--- config.mk ---
export PLATFORM = sky130hd
export DESIGN_NAME = rx_pkt_track
export DESIGN_NICKNAME = d
export VERILOG_FILES = /design/src/rtl/rx_pkt_pkg.sv /design/src/rtl/rx_pkt_track.sv
export SDC_FILE = /design/constraint.sdc
export NUM_CORES = 1
export LEC_CHECK = 0
export ABC_CLOCK_PERIOD_IN_PS = 2100
export BUFFER_PORTS_ARGS = -buffer_cell sky130_fd_sc_hd__buf_4
export CAP_MARGIN = 20
export CORE_MARGIN = 2
export CORE_UTILIZATION = 40
export CTS_BUF_LIST = sky130_fd_sc_hd__clkbuf_8
export DETAILED_ROUTE_END_ITERATION = 6
export SYNTH_ARGS = -nofsm -noshare
export SYNTH_HDL_FRONTEND = slang
export SYNTH_SLANG_ARGS = --single-unit
--- constraint.sdc ---
create_clock -name clk_i -period 2.1 [get_ports clk_i]
set_input_delay 0.42 -clock clk_i [delete_from_list [all_inputs] [get_ports clk_i]]
set_output_delay 0.42 -clock clk_i [all_outputs]
set_load 0.05 [all_outputs]
--- src/rtl/rx_pkt_pkg.sv ---
package rx_pkt_pkg;
  localparam int CHAN_W     = 8;
  localparam int LEN_W      = 16;
  localparam int WORD_BYTES = 8;

  typedef struct packed {
    logic [CHAN_W-1:0] chan;
    logic [LEN_W-1:0]  len;
    logic              good;
  } desc_t;
endpackage

--- src/rtl/rx_pkt_track.sv ---
module rx_pkt_track
  import rx_pkt_pkg::*;
(
  input  logic              clk_i,
  input  logic              rst_ni,
  input  logic              beat_valid_i,
  input  logic              sop_i,
  input  logic              eop_i,
  input  logic [CHAN_W-1:0] chan_i,
  input  logic              err_i,
  input  logic [LEN_W-1:0]  beat_len_i,
  output desc_t             desc_o,
  output logic              desc_valid_o,
  output logic              proto_err_o,
  output logic              open_o
);
  logic              open_q, open_d;
  logic [CHAN_W-1:0] chan_q, chan_d;
  logic [LEN_W-1:0]  len_q, len_d;
  logic              err_q, err_d;
  desc_t             desc_q, desc_d;
  logic              dv_q, dv_d;
  logic              perr_q, perr_d;

  always_comb begin
    open_d = open_q;
    chan_d = chan_q;
    len_d  = len_q;
    err_d  = err_q;
    desc_d = '0;
    dv_d   = 1'b0;
    perr_d = 1'b0;
    if (beat_valid_i) begin
      if (sop_i) begin
        if (open_q) begin
          // abort open packet; new start is still honoured
          perr_d = 1'b1;
          dv_d   = 1'b1;
          desc_d = '{chan: chan_q, len: len_q, good: 1'b0};
          open_d = !eop_i;
        end else if (eop_i) begin
          dv_d   = 1'b1;
          desc_d = '{chan: chan_i, len: beat_len_i, good: !err_i};
          open_d = 1'b0;
        end else begin
          open_d = 1'b1;
        end
        chan_d = chan_i;
        len_d  = beat_len_i;
        err_d  = err_i;
      end else if (open_q) begin
        if (eop_i) begin
          dv_d   = 1'b1;
          desc_d = '{chan: chan_q, len: len_q + beat_len_i, good: !(err_q | err_i)};
          open_d = 1'b0;
        end else begin
          len_d = len_q + beat_len_i;
          err_d = err_q | err_i;
        end
      end else begin
        perr_d = 1'b1;
      end
    end
  end

  always_ff @(posedge clk_i or negedge rst_ni) begin
    if (!rst_ni) begin
      open_q <= 1'b0;
      chan_q <= '0;
      len_q  <= '0;
      err_q  <= 1'b0;
      desc_q <= '0;
      dv_q   <= 1'b0;
      perr_q <= 1'b0;
    end else begin
      open_q <= open_d;
      chan_q <= chan_d;
      len_q  <= len_d;
      err_q  <= err_d;
      desc_q <= desc_d;
      dv_q   <= dv_d;
      perr_q <= perr_d;
    end
  end

  assign desc_o       = desc_q;
  assign desc_valid_o = dv_q;
  assign proto_err_o  = perr_q;
  assign open_o       = open_q;
endmodule

Word-level counts from Yosys, hierarchy flattened --
Cells that the tools add are included.
Operators by class: $add $sub $neg 1, $mul 0, divide/modulo/power cells 0, $lt $le $gt $ge 0, equality and inequality tests 1, shift operators 0, multiplexer cells 25, bitwise gates (word level) 1, reduce and logical (&&, ||, !) cells 6
Operators with widths (number):
- 25-bit two-way mux | 6
- 16-bit two-way mux | 3
- 16-bit adder | 1
- 1-bit two-way mux | 16
- 1-bit zero test | 3
- 3-bit AND reduction | 1
- 2-bit != test, second input constant | 1
- 2-bit AND reduction | 1
- 2-bit nonzero test | 1
- 1-bit bitwise OR | 1
Word-level totals: register bits after elaboration 53, bits in latches 0, memory bits (writable) 0, bits in read-only memories 0, bits of input ports 30, output and inout bits 28, word-level logic and storage cells 43, memories kept 0

Logic depth before layout (Yosys ltp) --
Gate-level depths: netlist of the first run.
depth in word-level cells 6, gate-level depth with buffers 10, depth with buffers taken out 9

Worst setup path after synthesis of the first run --
Ideal clock, no wire load.
path kind input -> register, start in beat_len_i[0], end reg len_q[8], setup time 125 ps, data arrival time 2150 ps, required time 1975 ps, path slack -174 ps, stages 9, buffers on the path 0, cells stage by stage ha_1 -> fa_1 -> a21o_1 -> a31oi_1 -> o21ai_1 -> a21oi_1 -> xor2_1 -> o21ai_1 -> mux2_2
Between the ends: word-level cells in the longest chain between the ends 4
RTL lines:
- start: declaration | line rx_pkt_track.sv:11 | input logic [LEN_W-1:0] beat_len_i,
- 16-bit adder | line rx_pkt_track.sv:57 | len_d = len_q + beat_len_i;
- 16-bit two-way mux | line rx_pkt_track.sv:52 | if (eop_i) begin
- 16-bit two-way mux | line rx_pkt_track.sv:51 | end else if (open_q) begin
- 16-bit two-way mux | line rx_pkt_track.sv:34 | if (sop_i) begin
- end signal: assignment | line rx_pkt_track.sv:78 | len_q <= len_d;
- end: declaration | line rx_pkt_track.sv:19 | logic [LEN_W-1:0] len_q, len_d;
Every way passes these cells. The select of a mux whose other input is x is not followed. A chain may end at the register's enable or synchronous reset.

Worst setup path after layout of the first run --
start reg len_q[12], end reg len_q[15]
Between the ends: word-level cells in the longest chain between the ends 4
RTL lines (line):
- 16-bit adder | rx_pkt_track.sv:57
- 16-bit two-way mux | rx_pkt_track.sv:52
- 16-bit two-way mux | rx_pkt_track.sv:51
- 16-bit two-way mux | rx_pkt_track.sv:34
Every way passes these cells. The select of a mux whose other input is x is not followed.

==> results of run 1 <==
==> cells in the mapped netlist (all sizes together) (2+ instances only) <==
library cell   n
a21o           4
xnor2          9
mux2          10
mux2i         15
o211ai         2
a21oi         25
clkbuf        12
a221o          3
a21boi         4
a22oi         12
o21ai         19
nand2b         2
dfrtp         53
a211oi         2
o22ai         15
a31oi          4
ha            16
nor2          21
nand2         23
o31ai          4
a22o           8
xor2           4
inv           10
nand3          3
nor3           8
a211o          4
nor4           2
buf            4
==> through the flow <==
| step | utilization | power (mW) | setup WS [ns] | hold slack, ns |
|---|---|---|---|---|
| after floorplan | - | 2.87 | -0.0607 | 0.124 |
| after global placement | 0.530 | 3.74 | -0.253 | 0.489 |
| after detailed placement | 0.530 | 3.78 | -0.283 | 0.501 |
| after CTS | 0.550 | 4.46 | -0.109 | 0.165 |
| after global routing | 0.568 | 5.00 | -0.166 | 0.202 |
| final | 0.568 | 4.66 | -0.0773 | 0.142 |
==> power breakdown <==
part	total (mW)	internal, mW	switching (mW)
Clock	0.612	0.244	0.368
Sequential	1.36	1.22	0.142
Combinational	2.69	1.31	1.37
==> routing by layer <==
metal | up-vias | global-route usage
li1 | 1368 | -
met1 | 1348 | 0.248
met2 | 45 | 0.339
met3 | 5 | 0.0222
met4 | 0 | 0.0448
met5 | - | 0
==> layout make-up <==
class,count,area [um2],area share
clock buffer,5,68.8,0.0159
sequential,53,1330,0.307
multi-input combinational,229,1850,0.428
tap,102,128,0.0295
clock inverter,3,25.0,0.00579
inverter,10,37.5,0.00868
timing repair buffer,118,886,0.205
==> sequential cells by signal (all words and copies together), names as in the netlist <==
name and cells:
proto_err_o 1, chan_q 8, len_q 16, err_q 1
desc_o 25, open_o 1, desc_valid_o 1
==> final timing paths <==
kind                                start   endpoint  slack, ns  cells past startpoint
worst max-delay path            len_q[12]  len_q[15]      -0.08                      7
worst min-delay path               rst_ni  desc_o[5]       0.14                      1
worst max register to register  len_q[12]  len_q[15]      -0.08                      7
worst min register to register   len_q[7]   len_q[7]       0.52                      2
max in group asynchronous          rst_ni     open_o       1.46                      1
min in group clk_i                  err_i  desc_o[0]       0.26                      2
==> kinds of logic after synthesis <==
| family | count (synthesis) | synth area share |
|---|---|---|
| AOI/OAI and AO/OA | 113 | 0.254 |
| muxes | 25 | 0.0850 |
| adders and majority gates | 17 | 0.0712 |
| and+or+nand+nor | 61 | 0.0878 |
| buffers and inverters | 26 | 0.0368 |
| xor gates and xnor gates | 13 | 0.0368 |
| DFF | 53 | 0.429 |
==> timing repair <==
action,in CTS,in global routing
setup endpoints to repair,12,16
pin swaps,8,10
hold endpoints to repair,0,0
resized for setup,8,18
buffers inserted,1,3
==> impl_metrics.csv, run 1 <==
group,metric,value,unit
detailed_routing,wl_met2,4070,um
place,detailed_place_hpwl,5620,um
detailed_routing,routed_via_density,5.32,
detailed_routing,wire_per_inst,15.2,um
worst_setup_path,critPathSlowestCell,"dfrtp_1",
pwr,leakage,2.06,nW
detailed_routing,m1WireLength,3500,um
clock_tree,clkTransAtPathRegs,0.10,ns
sta,min_period,2.18,ns
grt,overflow,0,
cells_and_area,nFillCells,700,
place,place_area,4030,um2
outcome,violations,"setup timing",
pwr,ir_worst_vdd,0.593,mV
sta,finalMaxSlewViolations,0,
cells_and_area,area_growth_syn_to_layout,39.8,%
worst_setup_path,worstSetupEndpointType,"register",
cells_and_area,most-common-layout-cells,"118 x buf_4, 52 x dfrtp_1, 21 x nor2_1, 21 x a21oi_1, 21 x nand2_1",
sta,fmax,459,MHz
place,place.gp.congestion,0.868,
sta,min_period_over_period,1.04,
synthesis,synthesis.area,3090,um2
synthesis,yosysTopAreaCell,"dfrtp_1",
cells_and_area,num_antenna_cells,0,
die,io_pins,58,
detailed_routing,top_layer,"met4",
clock_tree,cts-buffers-inserted,5,
synthesis,async_flop_share,1.00,
worst_setup_path,cp_common_cell,"a21o_1",
sta,fin_skew,0.0110,ns
detailed_routing,ant_nets,0,
worst_setup_path,cp_max_fo,4,
sta,finalHoldViolations,0,
synthesis,ys_seq_area_frac,0.429,
sta,tns,-0.217,ns
grt,grt_max_degree,54,
worst_setup_path,cpPeakStageDelay,0.42,ns
worst_setup_path,worst-setup-path-type,"reg -> reg",
detailed_routing,routed_wl,7880,um
cells_and_area,final_common_cell,"buf_4",
die,rows,32,
clock_tree,cts_tree,"built",
place,dp_cells,508,
clock_tree,holdBufCountCts,0,
detailed_routing,wl_met3,232,um
worst_setup_path,critPathArrivalTime,2.37,ns
die,die_area,8450,um2
grt,gr-usage-all-layers,0.191,
worst_setup_path,cp.required,2.30,ns
synthesis,syn_avg_cell_area,10.0,um2
die,initial_core_util,0.407,
worst_setup_path,crit_chain,"ha_4 -> a21o_1 -> a21o_1 -> a2111oi_4 -> a21boi_4 -> nor3_4 -> a311o_1",
synthesis,ys_warn_count,0,
sta,fin_ws,-0.0773,ns
synthesis,netlist_instances,308,
clock_tree,clk_path_buf_depth,2,
sta,setup-violations-final,3,
clock_tree,cts_max_level,2,
pwr,power_density,1080,nW/um2
cells_and_area,fin_nets,464,
detailed_routing,drtPass1Iterations,4,
synthesis,synth_top_area_frac,0.429,
synthesis,ys_types,50,
place,numPortBuffers,57,
clock_tree,clock_sinks,53,
grt,antenna_found_initial,0,
synthesis,synth_fp_nets,355,
synthesis,synthTopCellsByArea,"dfrtp_1 43%, ha_1 6.5%, mux2i_1 4.9%, a21oi_1 3.9%, mux2_2 3.6%",
detailed_routing,drcViolationCount,0,
sta,worst_pin_slew,0.733,ns
sta,rsz0062_at_grt,"yes",
sta,relSlewSlack,0.509,
cells_and_area,drive_gt1_frac,0.402,
worst_setup_path,cp_top_family,"compound AO/OA/AOI/OAI gates",
outcome,status,"complete, but fails checks",
synthesis,yosys_register_bits,53,
worst_setup_path,cp-start-kind,"register",
cells_and_area,fin_cells,520,
detailed_routing,via_count,2766,
clock_tree,worstSkewPairLatency,0.31,ns
die,die_w,91.9,um
worst_setup_path,critical_path_buf_inv_count,0,
cells_and_area,fin_area,4320,um2
grt,grt_pass1_vias,2703,
synthesis,synth_ff_type,"dfrtp_1",
flow_run,max-cap-violations,0,
die,die_y,91.9,um
detailed_routing,dr.first_iter.drc_count,116,
clock_tree,cts_root_buffer,"clkbuf_8",
grt,grt_pass1_wl,13100,um
worst_hold_path,hp-class,"in -> async",
synthesis,synth_edf_count,0,
die,core,7610,um2
No activity file was read; power rests on OpenSTA's default activity.
==> run 2, diff against run 1 <==
Settings changed: CORE_MARGIN 2 to not set, CORE_UTILIZATION 40 to 52, PLACE_DENSITY set to 0.78.
==> run 2 against run 1 <==
Against the previous run:
- cell count decreased by 6.7%
- sequential power about the same
- fmax down 3.6%
- clock power decreased by 1%
- largest power group unchanged
- setup slack worse by 0.081 ns
- sequential share of layout area up 0.27 points
- clock skew down 0.0021 ns
- the run still ends with setup timing left
- final area down 0.87%
- die area is 26% lower
- power is 1.9% higher
- worst hold slack worse by 0.014 ns
- count of clock-buffer cells in the layout did not move
==> impl_metrics.csv, run 2 (synthesized netlist as in run 1, its figures left out) <==
group,metric,value,unit
clock_tree,clkTransAtPathRegs,0.10,ns
cells_and_area,num_antenna_cells,0,
detailed_routing,routed_via_density,5.87,
die,die_area,6260,um2
worst_setup_path,cp_max_fo,3,
worst_setup_path,worstSetupEndpointType,"register",
cells_and_area,drive_gt1_frac,0.409,
cells_and_area,fin_cells,485,
pwr,leakage,2.05,nW
grt,grt_max_degree,54,
cells_and_area,largest_register_ff_count,25,
worst_setup_path,reg2reg_from,"len_q[0]",
cells_and_area,multi_input_area,1890,um2
cells_and_area,area_growth_syn_to_layout,38.6,%
sta,rsz0062_at_grt,"yes",
place,numPortBuffers,57,
cells_and_area,fin_util,0.764,
detailed_routing,drtPass1Iterations,5,
worst_setup_path,r2r_slack,-0.16,ns
detailed_routing,dr.first_iter.drc_count,208,
pwr,power_density,1110,nW/um2
cells_and_area,seq_area,1330,um2
clock_tree,cts-buffers-inserted,5,
grt,grt_use_met2,0.453,
flow_run,max-cap-violations,0,
die,die_y,79.1,um
worst_setup_path,r2r_cells,9,
sta,worst_pin_slew,0.670,ns
detailed_routing,via_count,2848,
clock_tree,holdBufCountCts,0,
clock_tree,cts_root_buffer,"clkbuf_8",
die,die_w,79.1,um
worst_setup_path,critPathSlowestCell,"dfrtp_1",
grt,grt_use_met1,0.343,
clock_tree,cts_max_level,2,
cells_and_area,fin_area,4290,um2
worst_hold_path,hp-class,"in -> async",
sta,finalMaxSlewViolations,0,
detailed_routing,ant_nets,0,
pwr,finalPower,4.75,mW
grt,gr-usage-all-layers,0.264,
worst_setup_path,cp-start-kind,"register",
outcome,violations,"setup timing",
outcome,status,"complete, but fails checks",
place,dp_cells,471,
sta,fin_skew,0.00894,ns
grt,grt_pass1_vias,2740,
cells_and_area,most-common-layout-cells,"113 x buf_4, 52 x dfrtp_1, 21 x nor2_1",
worst_setup_path,cp_common_cell,"o21ai_2",
die,io_pins,58,
sta,min_period,2.26,ns
clock_tree,worstSkewPairLatency,0.31,ns
die,rows,27,
cells_and_area,nFillCells,382,
clock_tree,clock_sinks,53,
sta,fmax,443,MHz
cells_and_area,final_common_cell,"buf_4",
sta,min_period_over_period,1.08,
worst_setup_path,crit_chain,"ha_4 -> fa_2 -> a21o_1 -> a31oi_4 -> o21ai_2 -> a21oi_2 -> xor2_2 -> o21ai_2 -> mux2_2",
worst_setup_path,critPathArrivalTime,2.47,ns
place,place_area,3940,um2
place,detailed_place_hpwl,5590,um
grt,antenna_found_initial,0,
cells_and_area,fin_nets,459,
place,place.gp.congestion,0.932,
worst_setup_path,cp.required,2.31,ns
die,initial_core_util,0.552,
grt,use_met3,0.0333,
worst_setup_path,cpPeakStageDelay,0.42,ns
grt,top_usage_layer,"met2",
sta,finalHoldViolations,0,
clock_tree,cts_tree,"built",
grt,grt_pass1_wl,12800,um
worst_setup_path,r2r_end,"len_q[8]",
pwr,ir_worst_vdd,0.668,mV
sta,fin_ws,-0.159,ns
sta,setup-violations-final,14,
detailed_routing,drcViolationCount,0,
detailed_routing,routed_wl,8140,um
die,core,5610,um2
detailed_routing,wire_per_inst,16.8,um
grt,overflow,0,
clock_tree,clk_path_buf_depth,2,
sta,relSlewSlack,0.552,
worst_setup_path,worst-setup-path-type,"reg -> reg",
-- run 2: worst max-delay path by stage --
stage | startpoint | end | slack, ns | cells after the start
6_report | len_q[0] | len_q[8] | -0.16 | 9
5_1_grt | len_q[0] | len_q[8] | -0.24 | 9
4_1_cts | len_q[0] | len_q[8] | -0.13 | 9
3_5_place_dp | beat_len_i[0] | len_q[8] | -0.38 | 10
3_3_place_gp | beat_len_i[0] | len_q[8] | -0.27 | 10
2_1_floorplan | beat_len_i[0] | len_q[8] | -0.06 | 9
-- run 2: critical path: cells and delay by family (launching register included) --
| family | cells | cell delay, ns |
|---|---|---|
| adders and majority gates | 2 | 0.53 |
| AOI/OAI and AO/OA | 5 | 0.75 |
| muxes | 1 | 0.27 |
| xor gates and xnor gates | 1 | 0.20 |
| DFF | 1 | 0.42 |
-- run 2: power breakdown --
group	internal, mW	total (mW)	switching [mW]
clock network	0.242	0.606	0.364
registers	1.22	1.37	0.148
logic	1.32	2.78	1.46
total	2.78	4.75	1.97
-- run 2: area by class of cell --
class | instances | share of cell area
inverters | 10 | 0.00876
clock inverters | 3 | 0.00584
clock buffers | 5 | 0.0161
multi-input cells | 229 | 0.441
repair buffers | 113 | 0.198
flip-flops and latches | 53 | 0.310
well taps | 72 | 0.0210
-- run 2: through the flow --
step           worst slack (ns)  setup TNS [ns]  hold slack (ns)
2_1_floorplan           -0.0607          -0.157            0.124
3_3_place_gp             -0.265           -2.39            0.487
3_5_place_dp             -0.379           -3.20            0.497
4_1_cts                  -0.132          -0.480            0.154
5_1_grt                  -0.235           -2.51            0.185
6_report                 -0.159           -1.11            0.128
-- run 2: timing repair --
item	CTS	global route
setup buffers	3	4
endpoints found under the hold margin	0	0
endpoints found under the setup margin	12	17
pin swaps	14	17
cloned	0	0
resized for setup	11	22
-- run 2: per-layer routing --
| metal | routed length (um) | up-vias |
|---|---|---|
| met4 | 65 | 0 |
| li1 | - | 1355 |
| met2 | 4220 | 93 |
| met3 | 424 | 6 |
| met5 | 0 | - |
| met1 | 3430 | 1394 |
